`src/rtl/fetch_pkg.sv`:
```
// Shared definitions for the instruction fetch controller.
// Assumes a two-bit state code whose values are visible at the top ports.
package fetch_pkg;
    typedef enum logic [1:0] {
        ST_EXEC  = 2'd0,
        ST_LDMAR = 2'd1,
        ST_LDMDR = 2'd2,
        ST_LDIR  = 2'd3
    } fetch_state_t;

    localparam logic SEL_INTERNAL = 1'b0;
    localparam logic SEL_EXTERNAL = 1'b1;

    typedef struct packed {
        logic mar;
        logic mdr;
        logic ir;
        logic pc;
        logic mar_sel;
        logic pc_sel;
    } fetch_ctl_t;
endpackage

```
`src/rtl/fetch_seq.sv`:
```
// Fetch sequencer: a four-state machine plus the control decode for each state.
// Assumes one cycle per state and a synchronous active-low reset.
module fetch_seq
    import fetch_pkg::*;
(
    input  logic         clk,
    input  logic         rst_n,
    output fetch_state_t state,
    output fetch_ctl_t   ctl
);
    fetch_state_t state_nx;

    // Choose the successor state.
    always_comb begin
        unique case (state)
            ST_EXEC:  state_nx = ST_LDMAR;
            ST_LDMAR: state_nx = ST_LDMDR;
            ST_LDMDR: state_nx = ST_LDIR;
            default:  state_nx = ST_EXEC;
        endcase
    end

    // Hold the state register.
    always_ff @(posedge clk) begin
        if (!rst_n) state <= ST_EXEC;
        else        state <= state_nx;
    end

    // Decode the load enables and selects; selects stay internal when not used.
    always_comb begin
        ctl         = '0;
        ctl.mar_sel = SEL_INTERNAL;
        ctl.pc_sel  = SEL_INTERNAL;
        unique case (state)
            ST_LDMAR: ctl.mar = 1'b1;
            ST_LDMDR: begin
                ctl.mdr = 1'b1;
                ctl.pc  = 1'b1;
            end
            ST_LDIR:  ctl.ir = 1'b1;
            default:  ;
        endcase
    end
endmodule

```
`src/rtl/fetch_datapath.sv`:
```
// Fetch datapath: PC, MAR, MDR and IR, the PC incrementer and two input muxes.
// Assumes the load enables are clock enables on a single clock.
module fetch_datapath
    import fetch_pkg::*;
#(
    parameter int AW = 6,
    parameter int DW = 16
) (
    input  logic          clk,
    input  logic          rst_n,
    input  fetch_ctl_t    ctl,
    input  logic [AW-1:0] branch_target,
    input  logic [AW-1:0] operand_addr,
    input  logic [DW-1:0] mem_rdata,
    output logic [AW-1:0] pc,
    output logic [AW-1:0] mar,
    output logic [DW-1:0] mdr,
    output logic [DW-1:0] ir
);
    logic [AW-1:0] pc_inc;
    logic [AW-1:0] pc_in;
    logic [AW-1:0] mar_in;

    // Incrementer and input multiplexers.
    always_comb begin
        pc_inc = pc + 1'b1;
        pc_in  = (ctl.pc_sel == SEL_EXTERNAL) ? branch_target : pc_inc;
        mar_in = (ctl.mar_sel == SEL_EXTERNAL) ? operand_addr : pc;
    end

    // Enabled register updates.
    always_ff @(posedge clk) begin
        if (!rst_n) begin
            pc  <= '0;
            mar <= '0;
            mdr <= '0;
            ir  <= '0;
        end else begin
            if (ctl.pc)  pc  <= pc_in;
            if (ctl.mar) mar <= mar_in;
            if (ctl.mdr) mdr <= mem_rdata;
            if (ctl.ir)  ir  <= mdr;
        end
    end
endmodule

```
`src/rtl/fetch_mem.sv`:
```
// Behavioural word memory: synchronous write, combinational read.
// Assumes DEPTH = 2**AW words with no reset on the contents.
module fetch_mem #(
    parameter int AW = 6,
    parameter int DW = 16
) (
    input  logic          clk,
    input  logic          wr_en,
    input  logic [AW-1:0] wr_addr,
    input  logic [DW-1:0] wr_data,
    input  logic [AW-1:0] rd_addr,
    output logic [DW-1:0] rd_data
);
    localparam int DEPTH = 1 << AW;

    logic [DW-1:0] store [DEPTH];

    // Write the addressed word.
    always_ff @(posedge clk) begin
        if (wr_en) store[wr_addr] <= wr_data;
    end

    // Read port follows the address.
    assign rd_data = store[rd_addr];
endmodule

```
`src/rtl/fetch_unit.sv`:
```
// Top level: sequencer, datapath and memory for the instruction fetch.
// Assumes the execute state is a one-cycle placeholder.
module fetch_unit
    import fetch_pkg::*;
#(
    parameter int AW = 6,
    parameter int DW = 16
) (
    input  logic          clk,
    input  logic          rst_n,
    input  logic [AW-1:0] branch_target,
    input  logic [AW-1:0] operand_addr,
    input  logic          mem_wr_en,
    input  logic [AW-1:0] mem_wr_addr,
    input  logic [DW-1:0] mem_wr_data,
    output logic [1:0]    state_o,
    output logic          ld_mar_o,
    output logic          ld_mdr_o,
    output logic          ld_ir_o,
    output logic          ld_pc_o,
    output logic          mar_sel_o,
    output logic          pc_sel_o,
    output logic [AW-1:0] pc_o,
    output logic [AW-1:0] mar_o,
    output logic [DW-1:0] mdr_o,
    output logic [DW-1:0] ir_o
);
    fetch_state_t  state;
    fetch_ctl_t    ctl;
    logic [DW-1:0] mem_rdata;

    fetch_seq u_seq (
        .clk   (clk),
        .rst_n (rst_n),
        .state (state),
        .ctl   (ctl)
    );

    fetch_datapath #(.AW(AW), .DW(DW)) u_dp (
        .clk           (clk),
        .rst_n         (rst_n),
        .ctl           (ctl),
        .branch_target (branch_target),
        .operand_addr  (operand_addr),
        .mem_rdata     (mem_rdata),
        .pc            (pc_o),
        .mar           (mar_o),
        .mdr           (mdr_o),
        .ir            (ir_o)
    );

    fetch_mem #(.AW(AW), .DW(DW)) u_mem (
        .clk     (clk),
        .wr_en   (mem_wr_en),
        .wr_addr (mem_wr_addr),
        .wr_data (mem_wr_data),
        .rd_addr (mar_o),
        .rd_data (mem_rdata)
    );

    // Bring the control outputs to the ports.
    always_comb begin
        state_o   = state;
        ld_mar_o  = ctl.mar;
        ld_mdr_o  = ctl.mdr;
        ld_ir_o   = ctl.ir;
        ld_pc_o   = ctl.pc;
        mar_sel_o = ctl.mar_sel;
        pc_sel_o  = ctl.pc_sel;
    end
endmodule

```
`config.mk`:
```
export PLATFORM = sky130hd
export DESIGN_NAME = fetch_unit
export DESIGN_NICKNAME = d
export VERILOG_FILES = /design/src/rtl/fetch_pkg.sv /design/src/rtl/fetch_seq.sv /design/src/rtl/fetch_datapath.sv /design/src/rtl/fetch_mem.sv /design/src/rtl/fetch_unit.sv
export SDC_FILE = /design/constraint.sdc
export NUM_CORES = 1
export LEC_CHECK = 0
export BUFFER_PORTS_ARGS = -buffer_cell sky130_fd_sc_hd__clkbuf_2
export CORE_MARGIN = 2
export CORE_UTILIZATION = 55
export CTS_CLUSTER_SIZE = 30
export DETAILED_ROUTE_END_ITERATION = 8
export PLACE_DENSITY = 0.71
export RECOVER_POWER = 100
export SETUP_SLACK_MARGIN = 0.05
export SYNTH_ARGS = -nofsm -noshare
export SYNTH_HDL_FRONTEND = slang
export SYNTH_SLANG_ARGS = --single-unit
export TNS_END_PERCENT = 30
```
`constraint.sdc`:
```
create_clock -name clk -period 2.8 [get_ports clk]
set_clock_uncertainty 0.1 [all_clocks]
set_input_delay 0.14 -clock clk [delete_from_list [all_inputs] [get_ports clk]]
set_output_delay 0.14 -clock clk [all_outputs]
set_load 0.05 [all_outputs]
```
[Word-level counts from Yosys, hierarchy flattened]
Memory sizes are Yosys's and may differ from the RTL's. A register that Yosys moved wholly into a read port is not among the register bits.
Index checks and enable logic that the tools add are counted.
Cells by class
  $add $sub $neg: 1
  equality and inequality tests: 3
  muxes and demuxes: 6
  reductions and logical operators: 2
Operators with widths (count)
  $add 6x1->6 const B: 1
  $pmux 2 s3: 1
  $mux 1: 5
  $eq 2x2->1 const B: 2
  $eq 2x1->1 const B: 1
  $logic_not 2->1: 1
  $logic_not 1->1: 1
Storage, ports and cells
  flip-flop bits (word level): 30
  bits in writable memories: 1024
  input bits: 37
  output and inout bits: 52
  memories kept: 1
Memories
  u_mem.store: words 64, bits a word 16, read ports 1, clocked after Yosys merged registers in 1, wr ports 1, RTL line fetch_mem.sv:16  | logic [DW-1:0] store [DEPTH];

[Logic depth before layout (Yosys ltp)]
Gate-level depths: netlist of run 1.
  depth after elaboration: 2
  mapped depth: 9
  gate-level depth less buffers: 5

[By module]
A second synthesis of run 1 with hierarchy kept.
Second synthesis, totals
  cells, all modules: 1999
  area, all modules: 41692.5 µm²
By module, submodules not included
  fetch_mem: times used 1, cells an instance 1813, area each 39721.8 µm², seq. area each 30749.5 µm²
  fetch_datapath: times used 1, cells an instance 172, area each 1833.0 µm², seq. area each 880.8 µm²
  fetch_seq: times used 1, cells an instance 14, area each 137.6 µm², seq. area each 40.0 µm²

[Worst setup path after synthesis of run 1]
No wires, ideal clock.
  path type: register to register
  from: register u_seq.state[1]
  to: register u_dp.ir[10]
  data arrival time: 2391 ps
  required time: 2583 ps
  path slack: 191 ps
  cell stages (with the launch flop): 6
  buffers on the path: 2
  period minus slack after synthesis: 2609 ps
  cell sequence: dfxtp_1 ha_1 clkbuf_1 clkbuf_1 mux2i_1 nor2b_1
Between the ends
  longest elaborated chain between the ends: 2
RTL lines
  start: declaration: RTL line fetch_seq.sv:8  | output fetch_state_t state,
  start signal: assignment: RTL line fetch_seq.sv:26  | else state <= state_nx;
  $eq 2x2->1: RTL line fetch_seq.sv:34  | unique case (state)
  $mux 1: RTL line fetch_seq.sv:34
  via ld_ir_o: RTL line fetch_unit.sv:19  | output logic ld_ir_o,
  end signal: assignment: RTL line fetch_datapath.sv:42  | if (ctl.ir) ir <= mdr;
  end: declaration: RTL line fetch_datapath.sv:18  | output logic [DW-1:0] ir
The timed path passes the listed nets, and every way through them passes these cells.
A chain may end at the register's enable or synchronous reset.

==> metrics, run 1 <==
busiest grt layer=met2; Antenna Nets Post-Route=0; RR Endpoint=u_dp.mdr[14]$_SDFFE_PN0N_; total grt overflow=0; hold crit path type=primary input to register; fin crit period=2720 ps; worst skew pair latency=670 ps; leakage power=14.9 nW; Worst Setup End Kind=register; Via density=6.37; Crit Path Max Fanout=21; layout cells sized above 1=26.7%; CTS tree=done; RSZ-0062 raised after global routing=no; NetSw=0.00757 W; die extent in y=278 µm; first-pass GRT wire length=149 mm; H-tree levels=3; Avg WL per Cell=29.5 µm; largest net degree at the start of global routing=65; Worst slew margin=-69.9%; hold path depth=3; sequential area share after synthesis=76.6%; PwrDens=711 nW/µm²; hold slack=255 ps; violated checks=max-capacitance violations, max-slew violations; WP data required=3220 ps; area delta synth->final=14.8%; Clock Path Buffers=3; fmax=368 MHz; DR vias=22300; area of the multi-input gates=9190 µm²; filler instances=4967; std cell rows=100; nets=2481; sw frac=22.4%; Critical Path AT=3140 ps; Core Region=74400 µm²; final hold violations=0; met1 GRT Util=38.4%; met2 usage=40.9%; Crit Reg-Reg Startpoint=u_dp.mar[0]$_SDFFE_PN0P_; pre-CTS setup slack=-449 ps; RePlAce Congestion=0.873; global-route usage over all layers=26.6%; Fin Setup TNS=0 ps; sequential share of power=53.1%; Synth async-reset ratio=0%; Buffers on Ports=74; num ports=89; clk slew on worst S/H paths=60 ps; HPWL after DPL=62.1 mm; min-delay src=mem_wr_addr[2]; die area=77400 µm²; initial antenna violation count=7; # setup viols final=0; Mapped Cells=2151; CTS buffer count=104; most frequent cells in the layout=edfxtp_1 (1024), mux2_2 (181), clkbuf_1 (128); commonest non-fill, non-tap cell in the layout=edfxtp_1; yosys warns=0; Distinct cells, synth=39; Synth Flop Type=edfxtp_1; met3 Usage GRT=5.87%; Int Pwr=0.0262 W; R2R depth=6; Final Cycle Share=97.1%; EDFF count, synth=1024; Syn Area/Cell=19.2 µm²; overall power=0.0338 W; Max Cap Viol=13; fin. max-slew vios=507; DRT iter0 DRCs=3020; clock root buffer=clkbuf_16; Starting Density=55.6%; Worst Setup Start Kind=register; Comb power frac=6.8%; die width=278 µm; # clock sinks=1070; # DRC=0; worst vdd ir=0.533 mV; hold endpoint=u_mem.store[48][13]$_DFFE_PP_; TritonRoute pass-1 iters=6; status=complete, but fails checks; FF-to-FF setup slack=80 ps; Worst Max-Slew Pin Slew=2550 ps; sequential cell area=31700 µm²; post-synthesis cell area=41400 µm²; vias in the first global route=21800; setup ws final=82.3 ps; Setup CP Type=register to register; Clk pwr share=40.1%; FF+latch count, synth=1070; Routed WL=103 mm
[metal layers]
metal | part of all wire, % | up-vias | routed length (µm)
met4 | 3.0 | 8 | 3100
met1 | 40 | 11600 | 41000
met3 | 11 | 170 | 10900
met2 | 47 | 1174 | 48000
met5 | 0.051 | - | 53
li1 | - | 9356 | -
[sequential cells by signal, summed over array words and instances, names as in the netlist]
register	count
u_dp.pc	6
u_dp.mar	6
u_dp.mdr	16
u_dp.ir	16
u_mem.store	1024
u_seq.state	2
[Yosys cell counts, drive strengths merged, types with 55 or more instances]
| master | instances | area share, % |
|---|---|---|
| nor2b | 91 | 1.4 |
| nor2 | 70 | 0.64 |
| nor3 | 66 | 0.80 |
| o21ai | 65 | 0.79 |
| mux4 | 128 | 7.0 |
| buf | 55 | 0.82 |
| a22o | 64 | 1.4 |
| mux2 | 192 | 5.2 |
| clkbuf | 79 | 0.72 |
| o22ai | 64 | 0.97 |
| a211oi | 64 | 1.2 |
| edfxtp | 1024 | 74 |
[area by class of cell]
class                      count  share of cell area [%]
inverter                       2                  0.0158
sequential                  1070                    66.7
clock buffer                 135                    5.94
clock inverter                57                   0.998
timing repair buffer         314                    4.44
antenna                        3                  0.0158
tap                          969                    2.55
multi-input combinational    946                    19.4
[kinds of logic after synthesis]
| family | Yosys count | synth area share [%] |
|---|---|---|
| flip-flops | 1070 | 76.6 |
| multiplexers | 343 | 12.8 |
| AND/OR/NAND/NOR | 317 | 4.15 |
| AO/OA/AOI/OAI | 274 | 4.63 |
| buffers and inverters | 136 | 1.55 |
| adder cells (fa/ha/maj) | 6 | 0.181 |
| XOR/XNOR | 4 | 0.0847 |
| other | 1 | 0.00907 |
[worst max-delay path, cell delays in order (launching register included)]
cell	delay [ps]
dfxtp_4	510
buf_12	210
buf_12	210
mux4_2	520
a22o_1	290
nor4_2	540
o221ai_1	170
[power by group through the flow]
stage          logic (W)  registers (W)  clock network, W
3_5_place_dp     0.00228         0.0183                 0
3_3_place_gp     0.00224         0.0182                 0
5_1_grt          0.00241         0.0179            0.0143
4_1_cts          0.00234         0.0179            0.0137
2_1_floorplan    0.00108         0.0184                 0
6_report         0.00230         0.0179            0.0136
[how the worst max path moves through the flow]
| stage | endpoint | startpoint | slack [ps] |
|---|---|---|---|
| floorplan | u_dp.ir[10]$_SDFFE_PN0P_ | u_seq.state[1]$_SDFF_PN0_ | 190 |
| global placement | u_dp.mdr[10]$_SDFFE_PN0N_ | u_dp.mar[0]$_SDFFE_PN0P_ | -450 |
| detailed placement | u_dp.mdr[11]$_SDFFE_PN0N_ | u_dp.mar[0]$_SDFFE_PN0P_ | -450 |
| CTS | u_dp.mdr[12]$_SDFFE_PN0N_ | u_dp.mar[0]$_SDFFE_PN0P_ | 9 |
| global route | u_dp.mdr[12]$_SDFFE_PN0N_ | u_dp.mar[2]$_SDFFE_PN0P_ | 50 |
| finish | u_dp.mdr[14]$_SDFFE_PN0N_ | u_dp.mar[0]$_SDFFE_PN0P_ | 80 |
[through the flow]
step	std cells	area (µm²)	utilization, %
global placement	3287	44300	59.6
finish	3496	47500	63.8
CTS	3491	47900	64.3
floorplan	2152	41400	-
global route	3493	47500	63.8
detailed placement	3287	44300	59.6
[what timing repair did]
item | 4_1_cts | 5_1_grt
resized for setup | 16 | 5
buffers inserted | 3 | 2
hold endpoints to repair | 113 | 0
pin swaps | 1 | 2
gates cloned | 1 | 0
endpoints found under the setup margin | 15 | 10
hold buffers | 8 | 0
Power figures use the tool's default switching activity.
==> run 2: changes to the inputs <==
--- a/config.mk
+++ b/config.mk
@@ -6,7 +6,6 @@
 export NUM_CORES = 1
 export LEC_CHECK = 0
 export BUFFER_PORTS_ARGS = -buffer_cell sky130_fd_sc_hd__clkbuf_2
-export CORE_MARGIN = 2
 export CORE_UTILIZATION = 55
 export CTS_CLUSTER_SIZE = 30
 export DETAILED_ROUTE_END_ITERATION = 8
@@ -15,5 +14,6 @@
 export SETUP_SLACK_MARGIN = 0.05
 export SYNTH_ARGS = -nofsm -noshare
 export SYNTH_HDL_FRONTEND = slang
+export SYNTH_HIERARCHICAL = 1
 export SYNTH_SLANG_ARGS = --single-unit
 export TNS_END_PERCENT = 30
==> metrics, run 2 <==
status=complete, but fails checks; violated checks=max-capacitance violations, max-slew violations; first-pass GRT wire length=145 mm (-2.4%); hold endpoint=u_mem/store[54][6]$_DFFE_PP_; std cell rows=100 (unchanged); Clock Path Buffers=3 (unchanged); commonest non-fill, non-tap cell in the layout=edfxtp_1; Critical Path AT=3210 ps (+70 ps); Worst path most repeated cell=mux2i_1; die width=277 µm (-0.33%); TritonRoute pass-1 iters=6 (unchanged); Synth Flop Type=edfxtp_1; Buffers on Ports=86 (+16%); hold crit path type=primary input to register; worst path cell trace=buf_4 -> mux4_2 -> mux2i_1 -> nand3_1 -> a31oi_1 -> clkbuf_2 -> a311oi_1 -> mux2i_1 -> nor2b_1; hold slack=94.4 ps (-161 ps); Post-Layout Cell Count=3335 (-4.6%); die extent in y=277 µm (-0.33%); Routed WL=100 mm (-2.9%); nets=2318 (-6.6%); FF-to-FF setup slack=60 ps (-20 ps); RePlAce Congestion=0.844 (-3.3%); num ports=89 (unchanged); FF+latch count, synth=1070 (unchanged); leakage power=14.7 nW (-1.5%); total grt overflow=0 (unchanged); DRT iter0 DRCs=2511 (-17%); Max Cap Viol=15 (+2); # DRC=0 (unchanged); Syn Area/Cell=20.9 µm² (+8.5%); worst vdd ir=0.531 mV (-0.52%); Largest register FFs=1024 (unchanged); EDFF count, synth=1024 (unchanged); worst skew pair latency=680 ps (about the same); Via density=6.40 (+0.53%); die area=76900 µm² (-0.65%); HPWL after DPL=62.2 mm (+0.18%); clock root buffer=clkbuf_16; most frequent cells in the layout=edfxtp_1 (1024), mux4_2 (220), clkbuf_1 (135); sequential area share after synthesis=76.0% (-0.60 points); Avg WL per Cell=30.0 µm (+1.8%); PwrDens=825 nW/µm² (+16%); overall power=0.0390 W (+16%); Worst Max-Slew Pin Slew=2540 ps (-5.43 ps); RR Endpoint=u_dp/mdr[9]$_SDFFE_PN0P_; Top reg by flops=u_mem/store; Antenna Nets Post-Route=0 (unchanged); min-delay src=mem_wr_addr[0]; CTS tree=done; Synth async-reset ratio=0% (unchanged); layout cells sized above 1=25.2% (-1.5 points); CP max stage cell=mux4_2; Worst Setup End Kind=register; # clock sinks=1070 (unchanged); fin crit period=2740 ps (+24.8 ps); CTS buffer count=103 (-0.96%); WP buf/inv=2 (unchanged); commonest cells in the netlist=edfxtp_1 (1024), mux4_2 (220), mux2i_1 (125), nor2_1 (73), nand2_1 (72); area delta synth->final=13.5%; Final Cycle Share=97.9% (+0.89 points); WP data required=3270 ps (+50 ps); R2R depth=9 (+3); Setup CP Type=register to register; Mapped Cells=1999 (-7.1%); initial antenna violation count=3 (-4); Levels on crit path=9 (+3); largest net degree at the start of global routing=65 (unchanged); Distinct cells, synth=56 (+44%); post-synthesis cell area=41700 µm² (+0.80%); hold path depth=3 (unchanged); post-synth top area cell=edfxtp_1; fmax=365 MHz (-0.90%); yosys warns=6 (+6); global-route usage over all layers=26.3% (-0.26 points); Crit Reg-Reg Startpoint=u_dp/mar[0]$_SDFFE_PN0P_; Fin Setup TNS=0 ps (unchanged); number of instances in the placed design=3123 (-5.0%); CP delay by family, top=multiplexers; top flop regs=u_mem/store: 1024 flops, u_dp/ir: 16 flops, u_dp/mdr: 16 flops; Yosys top cell area share=73.8% (-0.59 points); Crit Path Max Fanout=16 (-24%); Area after DPL=44200 µm² (-0.22%); Worst slew margin=-69.5% (+0.36 points); fin area=47300 µm² (-0.35%); RSZ-0062 raised after global routing=yes; Starting Density=55.8% (+0.25 points); fin. max-slew vios=629 (+24%); Largest stage delay, worst path=570 ps (+30 ps); clk slew on worst S/H paths=60 ps (about the same); Synth area leaders=edfxtp_1 (74%), mux4_2 (12%), mux2i_1 (3.0%); final hold violations=0 (unchanged); DR vias=21400 (-4.1%); vias in the first global route=21300 (-2.4%); Worst Setup Start Kind=register; H-tree levels=3 (unchanged); # setup viols final=0 (unchanged); Core Region=74700 µm² (+0.34%); count leader, synth=edfxtp_1
[run 2: area by class of cell]
| type | instances | area [µm²] |
|---|---|---|
| Sequential cell | 1070 | 31700 |
| Fill cell | 4958 | 27400 |
| Multi-Input combinational cell | 807 | 9300 |
| Clock buffer | 121 | 2660 |
| Timing Repair Buffer | 291 | 1820 |
| Tap cell | 969 | 1210 |
| Clock inverter | 72 | 657 |
| Inverter | 3 | 11.3 |
| Antenna cell | 2 | 5.00 |
[run 2: per-layer routing]
layer / up-vias / wire [µm] / GRT usage, %
met5: - / 38 / 0
met4: 6 / 3720 / 10.4
met3: 194 / 8000 / 4.36
met2: 1090 / 49000 / 41.9
met1: 11200 / 39400 / 36.8
li1: 8835 / - / -
[run 2: how the worst max path moves through the flow]
| stage | startpoint | endpoint | slack [ps] |
|---|---|---|---|
| after floorplan | u_dp/mar[0]$_SDFFE_PN0P_ | u_dp/mdr[12]$_SDFFE_PN0P_ | 220 |
| after global placement | u_dp/mar[0]$_SDFFE_PN0P_ | u_dp/mdr[15]$_SDFFE_PN0P_ | -180 |
| after detailed placement | u_dp/mar[0]$_SDFFE_PN0P_ | u_dp/mdr[15]$_SDFFE_PN0P_ | -130 |
| after CTS | u_dp/mar[0]$_SDFFE_PN0P_ | u_dp/mdr[15]$_SDFFE_PN0P_ | 0.6 |
| after global routing | u_dp/mar[0]$_SDFFE_PN0P_ | u_dp/mdr[9]$_SDFFE_PN0P_ | 20 |
| final | u_dp/mar[0]$_SDFFE_PN0P_ | u_dp/mdr[9]$_SDFFE_PN0P_ | 60 |
[run 2: metrics by stage]
step / util (%) / setup WS [ps]
finish: 63.4 / 57.5
global route: 63.4 / 18.0
CTS: 63.8 / 0.611
detailed placement: 59.2 / -127
global placement: 59.2 / -181
floorplan: - / 223
[run 2: timing repair]
action	CTS	global route
pin swaps	2	8
hold buffers	4	0
endpoints found under the hold margin	68	0
buffers inserted	0	13
resized for setup	11	13
setup endpoints to repair	8	15
[run 2: cell families (layout without fill, tap and decap cells)]
group,after synthesis,in the layout,share of synthesized area [%]
adders and majority gates,5,5,0.150
DFF,1070,1070,76.0
AOI/OAI and AO/OA,151,151,2.75
and+or+nand+nor,273,273,3.27
buffers and inverters,123,487,1.99
muxes,376,376,15.9
other,1,4,0.00899
[run 2: tightest hold or removal path, delay by kind of cell]
kind | cells | cell delay (ps)
buffers and inverters | 1 | 160
and+or+nand+nor | 2 | 380
[run 2: where the power goes]
group          total [W]  switching, W  internal (W)
clock             0.0136       0.00585       0.00772
combinational    0.00747       0.00434       0.00313
sequential        0.0180      0.000235        0.0178
